<file path="src/rtl/pktchan_ctrl.sv">
module pktchan_ctrl #(
  parameter int AW = 16,
  parameter int LW = 16,
  parameter int QDEPTH = 4,
  parameter logic [15:0] VER_MIN = 16'd1,
  parameter logic [15:0] VER_CUR = 16'd2,
  parameter logic [15:0] NEG_VER = 16'd2,
  parameter int TXA_OFF = 256,
  parameter int RXA_OFF = 512,
  parameter int AREA_BYTES = 256
) (
  input  logic          clk,
  input  logic          rst_n,
  input  logic          mb_ibf,
  input  logic [7:0]    mb_idr,
  output logic          mb_idr_rd,
  input  logic          mb_obf,
  output logic          mb_odr_wr,
  output logic [7:0]    mb_odr_data,
  output logic          mb_str_wr,
  output logic [7:0]    mb_str_data,
  output logic          mem_we,
  output logic          mem_re,
  output logic [AW-1:0] mem_addr,
  output logic [31:0]   mem_wdata,
  input  logic [31:0]   mem_rdata,
  input  logic          tx_req,
  input  logic [LW-1:0] tx_len,
  output logic          tx_ready,
  output logic [AW-1:0] tx_addr,
  output logic          rx_valid,
  output logic [AW-1:0] rx_addr,
  output logic [LW-1:0] rx_len,
  input  logic          rx_ack,
  output logic          err
);
  localparam int QW = $clog2(QDEPTH);
  localparam int CW = QW + 1;
  localparam logic [7:0] C_INIT = 8'h00, C_TXB = 8'h01, C_RXC = 8'h02, C_DUMMY = 8'hFF;
  localparam logic [31:0] MAXLEN = 32'(AREA_BYTES - 4);

  typedef enum logic [2:0] {ST_HDR, ST_IDLE, ST_NEG, ST_RD0, ST_RD1} st_t;

  st_t st;
  logic [2:0] hdr_idx;
  logic bmc_act, ch_act, tx_busy;
  logic [7:0] q [QDEPTH];
  logic [QW-1:0] wp, rp;
  logic [CW-1:0] cnt, free;
  logic idle, cmd_take, rx_take, tx_take, hdr_last, init_act, enq, deq;
  logic [7:0] enq_byte;
  logic [AW-1:0] hdr_addr;
  logic [31:0] hdr_data;

  assign idle      = (st == ST_IDLE);
  assign free      = CW'(QDEPTH) - cnt;
  assign cmd_take  = idle && mb_ibf && (free >= CW'(2));
  assign rx_take   = idle && rx_valid && rx_ack && !mb_ibf && (free != '0);
  assign tx_ready  = idle && ch_act && !tx_busy && !mb_ibf && !(rx_valid && rx_ack) && (free != '0);
  assign tx_take   = tx_ready && tx_req;
  assign hdr_last  = (st == ST_HDR) && (hdr_idx == 3'd6);
  assign init_act  = cmd_take && (mb_idr == C_INIT) && ch_act;
  assign enq       = hdr_last || (st == ST_NEG) || init_act || rx_take || tx_take;
  assign enq_byte  = rx_take ? C_RXC : (tx_take ? C_TXB : C_DUMMY);
  assign deq       = (cnt != '0) && !mb_obf && !mb_odr_wr;
  assign mb_idr_rd = cmd_take;
  assign tx_addr   = AW'(TXA_OFF + 4);
  assign rx_addr   = AW'(RXA_OFF + 4);

  always_comb begin
    hdr_addr = '0;
    hdr_data = '0;
    case (hdr_idx)
      3'd0: begin hdr_addr = AW'(8'h00); hdr_data = 32'h4D435450; end
      3'd1: begin hdr_addr = AW'(8'h04); hdr_data = {VER_MIN, VER_CUR}; end
      3'd2: begin hdr_addr = AW'(8'h10); hdr_data = 32'(TXA_OFF); end
      3'd3: begin hdr_addr = AW'(8'h14); hdr_data = 32'(AREA_BYTES); end
      3'd4: begin hdr_addr = AW'(8'h18); hdr_data = 32'(RXA_OFF); end
      3'd5: begin hdr_addr = AW'(8'h1C); hdr_data = 32'(AREA_BYTES); end
      default: ;
    endcase
  end

  always_ff @(posedge clk) begin
    if (!rst_n) begin
      st <= ST_HDR;
      hdr_idx <= '0;
      bmc_act <= 1'b0;
      ch_act <= 1'b0;
      tx_busy <= 1'b0;
      rx_valid <= 1'b0;
      rx_len <= '0;
      wp <= '0;
      rp <= '0;
      cnt <= '0;
      mb_odr_wr <= 1'b0;
      mb_odr_data <= '0;
      mb_str_wr <= 1'b0;
      mb_str_data <= '0;
      mem_we <= 1'b0;
      mem_re <= 1'b0;
      mem_addr <= '0;
      mem_wdata <= '0;
      err <= 1'b0;
      for (int i = 0; i < QDEPTH; i++) q[i] <= '0;
    end else begin
      mem_we <= 1'b0;
      mem_re <= 1'b0;
      mb_str_wr <= 1'b0;
      err <= 1'b0;
      mb_odr_wr <= deq;
      if (deq) begin
        mb_odr_data <= q[rp];
        rp <= rp + 1'b1;
      end
      if (enq) begin
        q[wp] <= enq_byte;
        wp <= wp + 1'b1;
      end
      cnt <= cnt + CW'(enq) - CW'(deq);
      case (st)
        ST_HDR: begin
          hdr_idx <= hdr_idx + 1'b1;
          if (hdr_last) begin
            bmc_act <= 1'b1;
            mb_str_wr <= 1'b1;
            mb_str_data <= 8'h80;
            st <= ST_IDLE;
          end else begin
            mem_we <= 1'b1;
            mem_addr <= hdr_addr;
            mem_wdata <= hdr_data;
          end
        end
        ST_IDLE: begin
          if (cmd_take) begin
            case (mb_idr)
              C_INIT: begin
                tx_busy <= 1'b0;
                rx_valid <= 1'b0;
                if (ch_act) begin
                  ch_act <= 1'b0;
                  mb_str_wr <= 1'b1;
                  mb_str_data <= {bmc_act, 7'b0};
                end
                mem_we <= 1'b1;
                mem_addr <= AW'(8'h0C);
                mem_wdata <= {NEG_VER, 16'h0};
                st <= ST_NEG;
              end
              C_TXB: begin
                if (ch_act) begin
                  mem_re <= 1'b1;
                  mem_addr <= AW'(RXA_OFF);
                  st <= ST_RD0;
                end else err <= 1'b1;
              end
              C_RXC: begin
                if (ch_act) tx_busy <= 1'b0;
                else err <= 1'b1;
              end
              default: err <= 1'b1;
            endcase
          end else if (rx_take) begin
            rx_valid <= 1'b0;
          end else if (tx_take) begin
            tx_busy <= 1'b1;
            mem_we <= 1'b1;
            mem_addr <= AW'(TXA_OFF);
            mem_wdata <= 32'(tx_len);
          end
        end
        ST_NEG: begin
          ch_act <= 1'b1;
          mb_str_wr <= 1'b1;
          mb_str_data <= {bmc_act, 1'b1, 6'b0};
          st <= ST_IDLE;
        end
        ST_RD0: st <= ST_RD1;
        ST_RD1: begin
          rx_len <= (mem_rdata > MAXLEN) ? LW'(MAXLEN) : mem_rdata[LW-1:0];
          rx_valid <= 1'b1;
          st <= ST_IDLE;
        end
        default: st <= ST_IDLE;
      endcase
    end
  end

  AST_ODR_OBF: assert property (@(posedge clk) disable iff (!rst_n) mb_odr_wr |-> !mb_obf) else $error("odr written while obf");
  AST_ODR_GAP: assert property (@(posedge clk) disable iff (!rst_n) mb_odr_wr |=> !mb_odr_wr) else $error("back to back odr");
  AST_STR_FMT: assert property (@(posedge clk) disable iff (!rst_n) mb_str_wr |-> (mb_str_data[7] && mb_str_data[5:0] == 6'b0)) else $error("status format");
  AST_CTRL_LOCK: assert property (@(posedge clk) disable iff (!rst_n) (mem_we && ch_act) |-> (mem_addr == AW'(TXA_OFF))) else $error("write outside tx area");
  AST_TX_OWN: assert property (@(posedge clk) disable iff (!rst_n) (tx_ready && tx_req) |=> !tx_ready) else $error("tx ownership");
  AST_RX_ACTIVE: assert property (@(posedge clk) disable iff (!rst_n) $rose(rx_valid) |-> ch_act) else $error("rx while inactive");
endmodule

</file>
<file path="config.mk">
export PLATFORM = sky130hd
export DESIGN_NAME = pktchan_ctrl
export DESIGN_NICKNAME = d
export VERILOG_FILES = /design/src/rtl/pktchan_ctrl.sv
export SDC_FILE = /design/constraint.sdc
export NUM_CORES = 1
export LEC_CHECK = 0
export ABC_AREA = 0
export CAP_MARGIN = 25
export CORE_AREA = 2 2 74 147
export CTS_CLUSTER_SIZE = 12
export DETAILED_ROUTE_END_ITERATION = 7
export DIE_AREA = 0 0 76 149
export DONT_BUFFER_PORTS = 1
export PLACE_DENSITY = 0.51
export SYNTH_ARGS = -nofsm -noshare
export SYNTH_HDL_FRONTEND = slang
export SYNTH_SLANG_ARGS = --single-unit
export TNS_END_PERCENT = 100
</file>
<file path="constraint.sdc">
create_clock -name clk -period 4.15 [get_ports clk]
set_input_delay 0.6225 -clock clk [delete_from_list [all_inputs] [get_ports clk]]
set_output_delay 0.6225 -clock clk [all_outputs]
set_load 0.005 [all_outputs]
</file>
==> results.cfg <==
[setup_path]
rr_worst_depth = 15
critPathCaptureType = flip-flop
r2r_setup_slack_ns = 1.01
cp_max_fo = 6
arrival_ns = 3.36
crit_type = reg -> reg
r2r-end = cnt[2]$_SDFF_PN0_
r2r-start = cnt[1]$_SDFF_PN0_
critPathRequiredTime_ns = 4.37
startpoint_type = flip-flop

[power_and_ir_drop]
vdd_drop_max_mv = 0.300
p_leak_nw = 1.65
power_mw = 2.14
pwr_density_cell_nw_per_um2 = 514

[yosys]
yosys.area.top_type = dfxtp_1
post-synth-top-count-cell = buf_4
syn_area_um2 = 3990
synth_top_area_frac = 0.336
synth-seq-cells = 79
synthTopCellsByArea = dfxtp_1, buf_4, edfxtp_1
ys_warn_count = 0
syn_avg_cell_area_um2 = 9.07
synth_enable_flop_cells = 12
async_flop_share = 0
ys_seq_area_frac = 0.426
yosysUniqueCellTypes = 54
synth_commonest_cells = buf_4, dfxtp_1, nor2_1, nand2_1, clkbuf_1
synth-main-ff-cell = dfxtp_1
netlist_instances = 440

[min_path]
whs_path_depth = 1
min_path_type = in -> reg
hold_path_startpoint = mb_idr[1]
hold_end = mem_re$_SDFF_PN0_

[clocking]
cts_tree = yes
cts_hold_buf = 0
cts_resized = 0
cts_setup_buffers = 0
cts_max_path_buffers = 2
cts-root-buf = clkbuf_16
cts_sinks = 79
path_clk_slew_ns = 0.06
htree_levels = 3
clock_latency_ns = 0.33
cts_buffers = 9

[layout]
antenna_cells = 0
final_area_um2 = 4170
fin_nets = 492
synthToLayoutAreaGrowth_pct = 4.39
final_core_util = 0.405
drive_above_1_share = 0.0780

[run_status]
status = finished clean

[sta]
rsz0062_at_grt = false
setup_tns_ns = 0
drv_slew = 0
worst_slew_pin_slew_ns = 1.01
fmax_mhz = 318
hold_viol_final = 0
worst_clock_skew_ns = 0.00683
setup_violations = 0
hold_slack_ns = 0.361
fin_crit_sh = 0.757
slew_headroom = 0.324
fin_crit_ns = 3.14

[detailed_routing]
vias = 2732
wl_per_cell_um = 14.7
drt_pre_antenna_iters = 4
wirelength_mm = 8.24
ant_nets = 0
vias_per_cell = 4.88
drc = 0
drt-initial-drc-count = 133

[floorplan]
core_um2 = 10300
row_count = 53
die_h_um = 149
ios = 182
start_util = 0.388
dieArea_um2 = 11300
die_w_um = 76

[global_routing]
grt_overflow = 0
grt_pass1_vias = 2495
grt_pass1_wl_mm = 12.5
grt_max_degree = 53
grt_util_all_layers = 0.140
antenna_found_initial = 0

[place]
port-buffer-count = 0
hpwl_mm = 5.86
dpl_cell_area_um2 = 3810
place_congestion = 0.721

[job]
maxCapViolations = 0
## stage by stage
step	instances	setup WS, ns
after floorplan	496	0.878
after global placement	544	0.780
after detailed placement	544	0.738
after CTS	560	0.980
after global routing	560	0.758
final	560	1.01
## flip-flops by register name (all words and copies together) (netlist names), 2 cells and up
name	count
mb_str_data	2
st	3
rp	2
rx_len	16
mem_addr	5
cnt	3
hdr_idx	3
mem_wdata	19
wp	2
q	12
mb_odr_data	3
## worst max-delay path by stage
stage,startpoint,endpoint,slack (ns),cells past startpoint
finish,cnt[1]$_SDFF_PN0_,cnt[2]$_SDFF_PN0_,1.01,15
global route,cnt[1]$_SDFF_PN0_,cnt[2]$_SDFF_PN0_,0.76,15
CTS,cnt[1]$_SDFF_PN0_,cnt[2]$_SDFF_PN0_,0.98,15
detailed placement,mb_idr[3],cnt[2]$_SDFF_PN0_,0.74,12
global placement,mb_idr[3],cnt[2]$_SDFF_PN0_,0.78,12
floorplan,mb_idr[3],cnt[2]$_SDFF_PN0_,0.88,12
## cells in the final DEF, fill, tap and decap left out, types with 8 or more instances in the layout
| cell type | instances |
|---|---|
| edfxtp_1 | 12 |
| nand4_1 | 11 |
| nor4_1 | 8 |
| nor2_1 | 43 |
| and3_1 | 11 |
| a21oi_1 | 21 |
| o21ai_0 | 16 |
| inv_1 | 13 |
| o311a_1 | 8 |
| a211oi_1 | 8 |
| clkbuf_16 | 9 |
| conb_1 | 58 |
| ha_1 | 11 |
| nand2_1 | 29 |
| dfxtp_1 | 67 |
## area by class of cell
| type | count | area, µm² |
|---|---|---|
| Clock inverter | 6 | 133 |
| Timing Repair Buffer | 5 | 37.5 |
| Clock buffer | 10 | 229 |
| Inverter | 14 | 52.6 |
| Multi-Input combinational cell | 309 | 1840 |
| Tap cell | 137 | 171 |
| Fill cell | 1069 | 6110 |
| Sequential cell | 79 | 1700 |
## worst max-delay path, stage by stage (launching register included)
cell	delay (ns)
dfxtp_1	0.38
inv_1	0.10
ha_1	0.19
ha_1	0.29
or3b_2	0.49
nand4_1	0.15
o211ai_2	0.12
inv_2	0.12
ha_1	0.23
inv_1	0.05
ha_1	0.12
inv_1	0.04
fa_1	0.37
xnor2_1	0.17
xnor2_1	0.13
nor2_1	0.05
## report_power, final
part	internal, mW	switching (mW)	total (mW)	leakage (nW)
Combinational	0.136	0.163	0.299	0.807
Clock	0.647	0.300	0.947	0.174
Sequential	0.836	0.0604	0.896	0.669
Total	1.62	0.524	2.14	1.65
## cell families after synthesis
logic type	share of synthesized area
and+or+nand+nor	0.187
DFF	0.426
buffers and inverters	0.168
adders and majority gates	0.0395
other	0.00188
xor gates and xnor gates	0.0132
AOI/OAI and AO/OA	0.137
muxes	0.0269
## layer usage
metal  share of wire  global-route usage  up-vias
met5               0                   0        -
met4           0.016              0.0627        0
met3           0.080              0.0478       10
met2            0.48               0.213       97
met1            0.43               0.179     1254
li1                -                   -     1371
Power figures use the tool's default switching activity.
